==> src/rtl/cfg_route_pkg.sv <==
package cfg_route_pkg;

    localparam int ADDR_W    = 32;
    localparam int BUS_W     = 8;
    localparam int DEV_W     = 5;
    localparam int SEL_BASE  = 16;
    localparam int SEL_LINES = 16;
    localparam int HIDE_BIT  = 31;
    localparam int SEL_IDX_W = $clog2(SEL_LINES);

    localparam logic [3:0] CMD_CFG_RD = 4'b1010;
    localparam logic [3:0] CMD_CFG_WR = 4'b1011;

    typedef enum logic [2:0] {
        ACT_NONE    = 3'd0,
        ACT_CLAIM   = 3'd1,
        ACT_TO_LOC  = 3'd2,
        ACT_FORWARD = 3'd3,
        ACT_SPECIAL = 3'd4
    } cfg_act_e;

    typedef struct packed {
        logic [BUS_W-1:0] bus;
        logic [DEV_W-1:0] dev;
        logic [2:0]       fn;
        logic [5:0]       regno;
        logic [1:0]       fmt;
    } cfg_fields_t;

    function automatic cfg_fields_t split_addr(input logic [ADDR_W-1:0] a);
        cfg_fields_t f;
        f.bus   = a[23:16];
        f.dev   = a[15:11];
        f.fn    = a[10:8];
        f.regno = a[7:2];
        f.fmt   = a[1:0];
        return f;
    endfunction

    function automatic logic is_special_pattern(input cfg_fields_t f, input logic wr);
        return wr && (f.dev == 5'h1f) && (f.fn == 3'h7) && (f.regno == 6'h00);
    endfunction

endpackage

==> src/rtl/cfg_classify.sv <==
module cfg_classify
    import cfg_route_pkg::*;
(
    input  logic              valid,
    input  logic              from_down,
    input  logic [ADDR_W-1:0] addr,
    input  logic [3:0]        cmd,
    input  logic              idsel,
    input  logic [BUS_W-1:0]  pri_bus,
    input  logic [BUS_W-1:0]  sec_bus,
    input  logic [BUS_W-1:0]  sub_bus,
    output cfg_act_e          act
);
    cfg_fields_t f;
    logic        is_cfg;
    logic        is_wr;
    logic        pat;

    always_comb begin
        f      = split_addr(addr);
        is_cfg = (cmd == CMD_CFG_RD) || (cmd == CMD_CFG_WR);
        is_wr  = (cmd == CMD_CFG_WR);
        pat    = is_special_pattern(f, is_wr);
        act    = ACT_NONE;
        if (valid && is_cfg) begin
            if (!from_down) begin
                if (f.fmt == 2'b00) begin
                    if (idsel) act = ACT_CLAIM;
                end else if (f.fmt == 2'b01) begin
                    if (f.bus == sec_bus)
                        act = pat ? ACT_SPECIAL : ACT_TO_LOC;
                    else if ((f.bus > sec_bus) && (f.bus <= sub_bus))
                        act = ACT_FORWARD;
                end
            end else begin
                if ((f.fmt == 2'b01) && (f.bus == pri_bus) && pat)
                    act = ACT_SPECIAL;
            end
        end
    end
endmodule

==> src/rtl/cfg_sel_gen.sv <==
module cfg_sel_gen
    import cfg_route_pkg::*;
#(
    parameter int LINES = SEL_LINES,
    parameter int HIDE  = HIDE_BIT - SEL_BASE
)(
    input  logic [DEV_W-1:0] dev,
    input  logic [LINES-1:0] hide_mask,
    output logic [LINES-1:0] sel
);
    localparam int IDX_W = $clog2(LINES);

    logic [LINES-1:0] plain;
    logic             in_range;
    logic             hidden;

    assign in_range = (dev < DEV_W'(LINES));
    assign hidden   = in_range && hide_mask[dev[IDX_W-1:0]];

    for (genvar i = 0; i < LINES; i++) begin : g_line
        assign plain[i] = (dev == DEV_W'(i)) && !hide_mask[i];
    end

    always_comb begin
        sel       = plain;
        sel[HIDE] = plain[HIDE] | hidden;
    end
endmodule

==> src/rtl/cfg_route.sv <==
module cfg_route
    import cfg_route_pkg::*;
(
    input  logic                 clk,
    input  logic                 rst,
    input  logic                 addr_valid,
    input  logic                 from_down,
    input  logic [ADDR_W-1:0]    addr,
    input  logic [3:0]           cmd,
    input  logic                 idsel,
    input  logic [BUS_W-1:0]     pri_bus,
    input  logic [BUS_W-1:0]     sec_bus,
    input  logic [BUS_W-1:0]     sub_bus,
    input  logic [SEL_LINES-1:0] hide_mask,
    output logic                 act_valid,
    output logic [2:0]           act,
    output logic [ADDR_W-1:0]    xlat_addr,
    output logic [DEV_W-1:0]     own_dev
);
    cfg_act_e             act_d;
    logic [SEL_LINES-1:0] sel;
    logic [ADDR_W-1:0]    xlat_d;
    logic [ADDR_W-1:0]    loc_addr;

    cfg_classify u_classify (
        .valid     (addr_valid),
        .from_down (from_down),
        .addr      (addr),
        .cmd       (cmd),
        .idsel     (idsel),
        .pri_bus   (pri_bus),
        .sec_bus   (sec_bus),
        .sub_bus   (sub_bus),
        .act       (act_d)
    );

    cfg_sel_gen u_sel (
        .dev       (addr[15:11]),
        .hide_mask (hide_mask),
        .sel       (sel)
    );

    assign loc_addr = {sel, 5'b0, addr[10:2], 2'b00};

    always_comb begin
        case (act_d)
            ACT_CLAIM:   xlat_d = addr;
            ACT_FORWARD: xlat_d = addr;
            ACT_TO_LOC:  xlat_d = loc_addr;
            default:     xlat_d = '0;
        endcase
    end

    always_ff @(posedge clk) begin
        if (rst) begin
            act_valid <= 1'b0;
            act       <= ACT_NONE;
            xlat_addr <= '0;
            own_dev   <= '0;
        end else begin
            act_valid <= addr_valid;
            act       <= act_d;
            xlat_addr <= xlat_d;
            if (act_d == ACT_CLAIM && cmd == CMD_CFG_WR)
                own_dev <= addr[15:11];
        end
    end
endmodule

==> config.mk <==
export PLATFORM = sky130hd
export DESIGN_NAME = cfg_route
export DESIGN_NICKNAME = d
export VERILOG_FILES = /design/src/rtl/cfg_route_pkg.sv /design/src/rtl/cfg_classify.sv /design/src/rtl/cfg_sel_gen.sv /design/src/rtl/cfg_route.sv
export SDC_FILE = /design/constraint.sdc
export NUM_CORES = 1
export LEC_CHECK = 0
export BUFFER_PORTS_ARGS = -buffer_cell sky130_fd_sc_hd__buf_2
export CAP_MARGIN = 5
export CORE_MARGIN = 1
export CORE_UTILIZATION = 36
export CTS_BUF_LIST = sky130_fd_sc_hd__clkbuf_16
export CTS_CLUSTER_DIAMETER = 120
export CTS_CLUSTER_SIZE = 24
export DETAILED_ROUTE_END_ITERATION = 8
export GPL_ROUTABILITY_DRIVEN = 1
export HOLD_SLACK_MARGIN = 0.06
export PLACE_DENSITY_LB_ADDON = 0.25
export SYNTH_ARGS = -nofsm -noshare
export SYNTH_HDL_FRONTEND = slang
export SYNTH_HIERARCHICAL = 1
export SYNTH_SLANG_ARGS = --single-unit
export TNS_END_PERCENT = 10
==> constraint.sdc <==
create_clock -name clk -period 2.8 [get_ports clk]
set_clock_uncertainty 0.15 [all_clocks]
set_input_delay 0 -clock clk [delete_from_list [all_inputs] [get_ports clk]]
set_output_delay 0 -clock clk [all_outputs]
set_load 0.01 [all_outputs]
==> results of run 1 <==
-- registers in the layout, indices dropped and copies added (netlist names) --
name,cells
xlat_addr,32
own_dev,5
act,3
act_valid,1
-- synth_stat cells (all sizes together), types with 3 or more instances --
cell type,number,area [um2]
nor3,11,55.1
buf,6,38.8
inv,15,56.3
nor4,6,37.5
nand2b,12,75.1
dfxtp,41,821
nand4,7,43.8
a21oi,9,45.0
mux4,4,105
nor2b,7,51.3
and2,16,100
o21ai,3,15.0
a22oi,16,120
ha,16,200
mux2i,6,60.1
nand2,6,22.5
xor2,8,70.1
clkbuf,4,16.3
nor2,22,90.1
nor4b,6,67.6
-- area by class of cell --
| type | instances | area, um2 | area share |
|---|---|---|---|
| flip-flops and latches | 41 | 821 | 0.228 |
| multi-input cells | 172 | 1320 | 0.366 |
| inverters | 15 | 56.3 | 0.0157 |
| clock buffers | 5 | 125 | 0.0348 |
| repair buffers | 178 | 1160 | 0.324 |
| well taps | 75 | 93.8 | 0.0261 |
| clock inverters | 3 | 17.5 | 0.00488 |
-- power breakdown --
group / switching, mW / leakage [nW] / internal [mW] / total, mW
clock network: 0.220 / 0.0696 / 0.326 / 0.546
logic: 0.112 / 1.32 / 0.145 / 0.257
registers: 0.000396 / 0.330 / 0.585 / 0.586
-- critical path, stage by stage --
cell and delay, ps:
dlygate4sd3_1 530, buf_2 130, and3b_1 240, nor4bb_1 340, nand2_1 140, o21ai_1 200, buf_4 260, nor4b_4 460
mux2i_1 250
-- metrics by stage --
stage               cell area, um2  hold WS (ps)   util  setup WS [ps]  total power, mW
global route                  3590           234  0.603            131             1.45
finish                        3590           184  0.603            304             1.39
global placement              2930          68.2  0.491           32.8            0.792
floorplan                     2240         -70.2      -            509            0.696
detailed placement            2930          68.4  0.491           21.0            0.795
CTS                           3590           182  0.603            248             1.40
-- per-layer routing --
layer,GRT usage,up-vias,share of wire
li1,-,1204,-
met1,0.230,1041,0.42
met2,0.396,103,0.50
met3,0.0371,16,0.060
met4,0.0982,0,0.028
met5,0,-,0
-- timing repair --
action | CTS | global route
resized for setup | 0 | 1
endpoints found under the hold margin | 41 | 0
endpoints found under the setup margin | 0 | 11
hold buffers | 52 | 0
setup buffers | 0 | 0
-- cells by family after synthesis --
| kind of cell | Yosys count | share of synthesized area |
|---|---|---|
| AO/OA/AOI/OAI | 33 | 0.0998 |
| XOR/XNOR | 8 | 0.0312 |
| adder cells (fa/ha/maj) | 16 | 0.0892 |
| buffers and inverters | 25 | 0.0496 |
| flip-flops | 41 | 0.366 |
| multiplexers | 11 | 0.0786 |
| AND/OR/NAND/NOR | 104 | 0.286 |
-- worst paths after layout --
kind              slack (ps)  cells past startpoint       endpoint
hold reg to reg          320                      2     own_dev[2]
hold / removal           180                      6  xlat_addr[31]
setup / recovery         300                      9     own_dev[4]
setup reg to reg        2040                      2     own_dev[4]
==> metrics.md, run 1 <==
| Metric | Value |
|---|---|
| Buffers added on ports | 121 |
| Period minus WS final | 2500 ps |
| Total Negative Setup Slacks | 0 ps |
| Clock transition at path regs | 60 ps |
| Layout Nets | 510 |
| Filler cell count | 520 |
| Clock root buffer | clkbuf_16 |
| Commonest non-fill, non-tap cell in the layout | buf_2 |
| Total die area | 6550 um2 |
| Later-pin clock latency in the skew report | 280 ps |
| I/O pin count | 122 |
| Die Span Y | 81.0 um |
| Vias in the first global route | 2,357 |
| CTS tree | built |
| GRT overflow | 0 |
| Row count | 28 |
| Most frequent cells in the layout | buf_2, dlygate4sd3_1, dfxtp_1 |
| Placer Congestion | 0.811 |
| RSZ-0062 raised after global routing | false |
| First-pass GRT wire length | 10,400 um |
| Via/cell ratio | 4.83 |
| Synth unique cells | 42 |
| Cell total after placement | 429 |
| Maxcap violations | 0 |
| Post-Syn Area | 2240 um2 |
| Initial Util | 0.377 |
| DRC viols | 0 |
| CTS Sinks | 41 |
| Synth async-reset ratio | 0 |
| WL per Instance | 13.8 um |
| Final worst-path cycle share | 0.891 |
| Final hold vios | 0 |
| Vias | 2,364 |
| Area grow syn2layout | 60.0% |
| CP Launch Type | primary input |
| GRT Total Usage | 0.212 |
| Ys Warns | 6 |
| Pwr per Cell Area | 387 nW/um2 |
| Max H-tree Level | 2 |
| Setup crit end kind | flip-flop |
| Status | finished, final reports clean |
| CP startpoint | cmd[3] |
| Post-synthesis sequential area ratio | 0.366 |
| RR Startpoint | own_dev[4] |
| Non-Filler Instances | 489 |
| Worst EP arrival | 2550 ps |
| Register bit count reported by yosys | 41 |
| Max Slew Vio Count | 0 |
| Critical Path RT | 2850 ps |
| Final setup violation count | 0 |
| Max FO, Critical Path | 19 |
| Rel. slew slack | 0.606 |
| Antenna Diode Count | 0 |
| Hold crit path type | in2reg |
| Largest net degree at the start of global routing | 20 |
| CTS Buffer Depth | 2 |
| Post-Synthesis Cells | 238 |
| Post-DRT Antenna Nets | 0 |
| Mapped Avg Cell Area | 9.43 um2 |
| Die width | 81.0 um |
| WL final | 6730 um |
| Share of cells above drive strength 1 | 0.345 |
| EDFF count, synth | 0 |
| Starting DRT DRC Count | 97 |
| Post-synth net total | 335 |
| Detailed Place HPWL | 4940 um |
| Leakage | 1.72 nW |
| Num CTS Buffers | 5 |
| Peak supply drop | 328 uV |
| Area of the core | 5960 um2 |
| First-pass DRT Iterations | 4 |
| Hold_sp | hide_mask[15] |
| Initial antenna violation count | 0 |
| Setup CP Type | in2reg |
| Fmax | 401 MHz |
| Top_reg_cell synth | dfxtp_1 |
| Worst Tran Pin Value | 588 ps |
(Power assumes the default switching activity.)
==> run 2, diff against run 1 <==
- ABC_AREA: not set -> 1
==> run 2 against run 1 <==
The flow now finishes with violations (DRC). Die area is 7.7% higher. Flip-flop and latch count unchanged. Maximum frequency down 5.6%. Sequential share of layout area shrank 1.6 points. Cell area rose by 7.7%. Largest power group is now clock.
==> metrics.md, run 2 <==
| Metric | Value |
|---|---|
| Largest regs | xlat_addr: 32 flops, own_dev: 5 flops, act: 3 flops |
| GRT overflow | 0 (unchanged) |
| CTS tree | built |
| Maxcap violations | 0 (unchanged) |
| Dominant cell type by area after synthesis | dfxtp_1 |
| Setup slack, reg-to-reg | 2090 ps (+50 ps) |
| GRT Total Usage | 0.210 (-0.00190) |
| Total die area | 7060 um2 (+7.7%) |
| Placer Congestion | 0.899 (+11%) |
| First-pass GRT wire length | 11,800 um (+14%) |
| Commonest non-fill, non-tap cell in the layout | buf_2 |
| Row count | 29 (+3.6%) |
| Largest net degree at the start of global routing | 22 (+10%) |
| Initial antenna violation count | 0 (unchanged) |
| Status | finished, violations left |
| CP endpoint | xlat_addr[28] |
| R2R depth | 2 (unchanged) |
| Num CTS Buffers | 5 (unchanged) |
| Vias | 2,924 (+24%) |
| Int Power | 1.22 mW (+16%) |
| Max FFs per register | 32 (unchanged) |
| Later-pin clock latency in the skew report | 280 ps (about the same) |
| Top_reg_cell synth | dfxtp_1 |
| Starting DRT DRC Count | 192 (+98%) |
| Setup CP Type | in2reg |
| Peak supply drop | 283 uV (-14%) |
| Psw | 0.375 mW (+13%) |
| CTS Buffer Depth | 2 (unchanged) |
| Period minus WS final | 2640 ps (+148 ps) |
| Via/cell ratio | 4.66 (-3.5%) |
| Antenna Diode Count | 0 (unchanged) |
| Max H-tree Level | 2 (unchanged) |
| Worst EP arrival | 2720 ps (+170 ps) |
| Rel. slew slack | 0.721 (+0.115) |
| Die Span Y | 84.0 um (+3.8%) |
| I/O pin count | 122 (unchanged) |
| Share of cells above drive strength 1 | 0.278 (-0.0672) |
| Synth top area cells | dfxtp_1, nand2_1, ha_1, inv_1, nor2_1 |
| Most flops, register | xlat_addr |
| Failing checks | DRC |
| CTS Sinks | 41 (unchanged) |
| Buffers added on ports | 121 (unchanged) |
| Detailed Place HPWL | 5620 um (+14%) |
| Synth async-reset ratio | 0 (unchanged) |
| Post-Synthesis Cells | 369 (+55%) |
| Setup crit end kind | flip-flop |
| CP startpoint | cmd[2] |
| Top cells by count, synth | nand2_1, inv_1, nor2_1 |
| DRC viols | 24 (+24) |
| RR Startpoint | own_dev[3] |
| Ys Warns | 6 (unchanged) |
| CP Launch Type | primary input |
| Post-Syn Area | 2420 um2 (+7.9%) |
| Most frequent cells in the layout | buf_2, nand2_1, dlygate4sd3_1 |
| Hold crit path type | in2reg |
| Synth unique cells | 28 (-33%) |
| Final worst-path cycle share | 0.944 (+0.0529) |
| Top-area cell type share of the netlist area | 0.339 (-0.0266) |
| Vias in the first global route | 2,728 (+16%) |
| Sw frac | 0.234 (-0.00481) |
| Reg-to-Reg End | own_dev[3] |
| Most numerous cell in the Yosys netlist | nand2_1 |
| Area grow syn2layout | 59.8% |
| Final setup violation count | 0 (unchanged) |
| Post-synthesis sequential area ratio | 0.339 (-0.0266) |
| Initial Util | 0.377 (about the same) |
| Pwr per Cell Area | 413 nW/um2 (+6.9%) |
| Layout Nets | 646 (+27%) |
| Pre-CTS WS | 485 ps (+464 ps) |
| Leakage | 2.08 nW (+21%) |
| Clock transition at path regs | 60 ps (about the same) |
| Clock root buffer | clkbuf_16 |
| WL per Instance | 12.3 um (-11%) |
| Critical Path RT | 2880 ps (+30 ps) |
| Mapped Avg Cell Area | 6.56 um2 (-30%) |
| Clk pwr share | 0.469 (+0.076) |
| First-pass DRT Iterations | 6 (+2) |
| Post-DRT Antenna Nets | 0 (unchanged) |
| EDFF count, synth | 0 (unchanged) |
| Area of the core | 6420 um2 (+7.8%) |
| Fmax | 378 MHz (-5.6%) |
| Final worst slack | 156 ps (-148 ps) |
| Max FO, Critical Path | 7 (-12) |
| Gate power share | 0.165 (-0.020) |
| Max Slew Vio Count | 0 (unchanged) |
| Post-synth net total | 466 (+39%) |
| Final hold vios | 0 (unchanged) |
| Die width | 84.0 um (+3.8%) |
| Worst Tran Pin Value | 418 ps (-170 ps) |
| WL final | 7690 um (+14%) |
| PnR Total Power | 1.60 mW (+15%) |
| Register bit count reported by yosys | 41 (unchanged) |
| Seq pwr share | 0.366 (-0.056) |
-- run 2: worst max-delay path, cell delays in order --
cell and delay, ps:
dlygate4sd3_1 530, buf_2 160, nor3b_4 230, nand2_1 90, nor2_2 140, nand2_1 80
nor2_2 130, inv_1 100, nor3_4 330, buf_12 160, nand2_1 50, a21oi_1 160
dlygate4sd3_1 560
-- run 2: stage by stage --
step | cells | TNS (ps) | hold slack, ps | area [um2] | utilization
floorplan | 369 | 0 | -43.0 | 2420 | -
global placement | 561 | 0 | 83.6 | 3070 | 0.479
detailed placement | 561 | 0 | 79.7 | 3070 | 0.479
CTS | 621 | 0 | 64.5 | 3790 | 0.590
global route | 627 | -25.8 | 101 | 3870 | 0.602
finish | 627 | 0 | 68.6 | 3870 | 0.602
-- run 2: kinds of logic (layout without fill, tap and decap cells) --
| family | after synthesis | count (layout) | synth area share |
|---|---|---|---|
| buffers and inverters | 60 | 239 | 0.109 |
| AO/OA/AOI/OAI | 31 | 31 | 0.0693 |
| adder cells (fa/ha/maj) | 16 | 16 | 0.0827 |
| AND/OR/NAND/NOR | 218 | 220 | 0.390 |
| flip-flops | 41 | 41 | 0.339 |
| XOR/XNOR | 3 | 3 | 0.0109 |
-- run 2: how the worst min path moves through the flow --
stage / start / to / slack [ps] / cells after the start
6_report: cmd[0] / own_dev[3] / 70 / 6
5_1_grt: cmd[0] / own_dev[2] / 100 / 6
3_5_place_dp: addr_valid / act_valid / 80 / 3
3_3_place_gp: addr_valid / act_valid / 80 / 3
2_1_floorplan: addr_valid / act_valid / -40 / 2
4_1_cts: cmd[0] / own_dev[3] / 60 / 6
-- run 2: power groups by stage --
stage | logic, mW | clock network (mW) | registers, mW
floorplan | 0.118 | 0 | 0.599
global placement | 0.216 | 0 | 0.598
detailed placement | 0.220 | 0 | 0.598
CTS | 0.260 | 0.758 | 0.585
global route | 0.294 | 0.780 | 0.585
finish | 0.264 | 0.750 | 0.585
-- run 2: cell type report --
type	instances	area [um2]
Tap cell	77	96.3
Fill cell	604	2550
Timing Repair Buffer	178	1180
Clock inverter	3	68.8
Clock buffer	5	125
Inverter	53	206
Sequential cell	41	821
Multi-Input combinational cell	270	1370
-- run 2: per-layer routing --
layer / vias to the layer above / part of all wire / global-route usage
met5: - / 0 / 0
met4: 0 / 0.013 / 0.0611
met3: 8 / 0.060 / 0.0366
met2: 107 / 0.50 / 0.405
met1: 1291 / 0.43 / 0.233
li1: 1518 / - / -
-- run 2: repair_timing --
item,4_1_cts,5_1_grt
hold buffers,52,0
buffers inserted,0,4
endpoints found under the hold margin,40,0
resized for setup,0,7
endpoints found under the setup margin,0,16
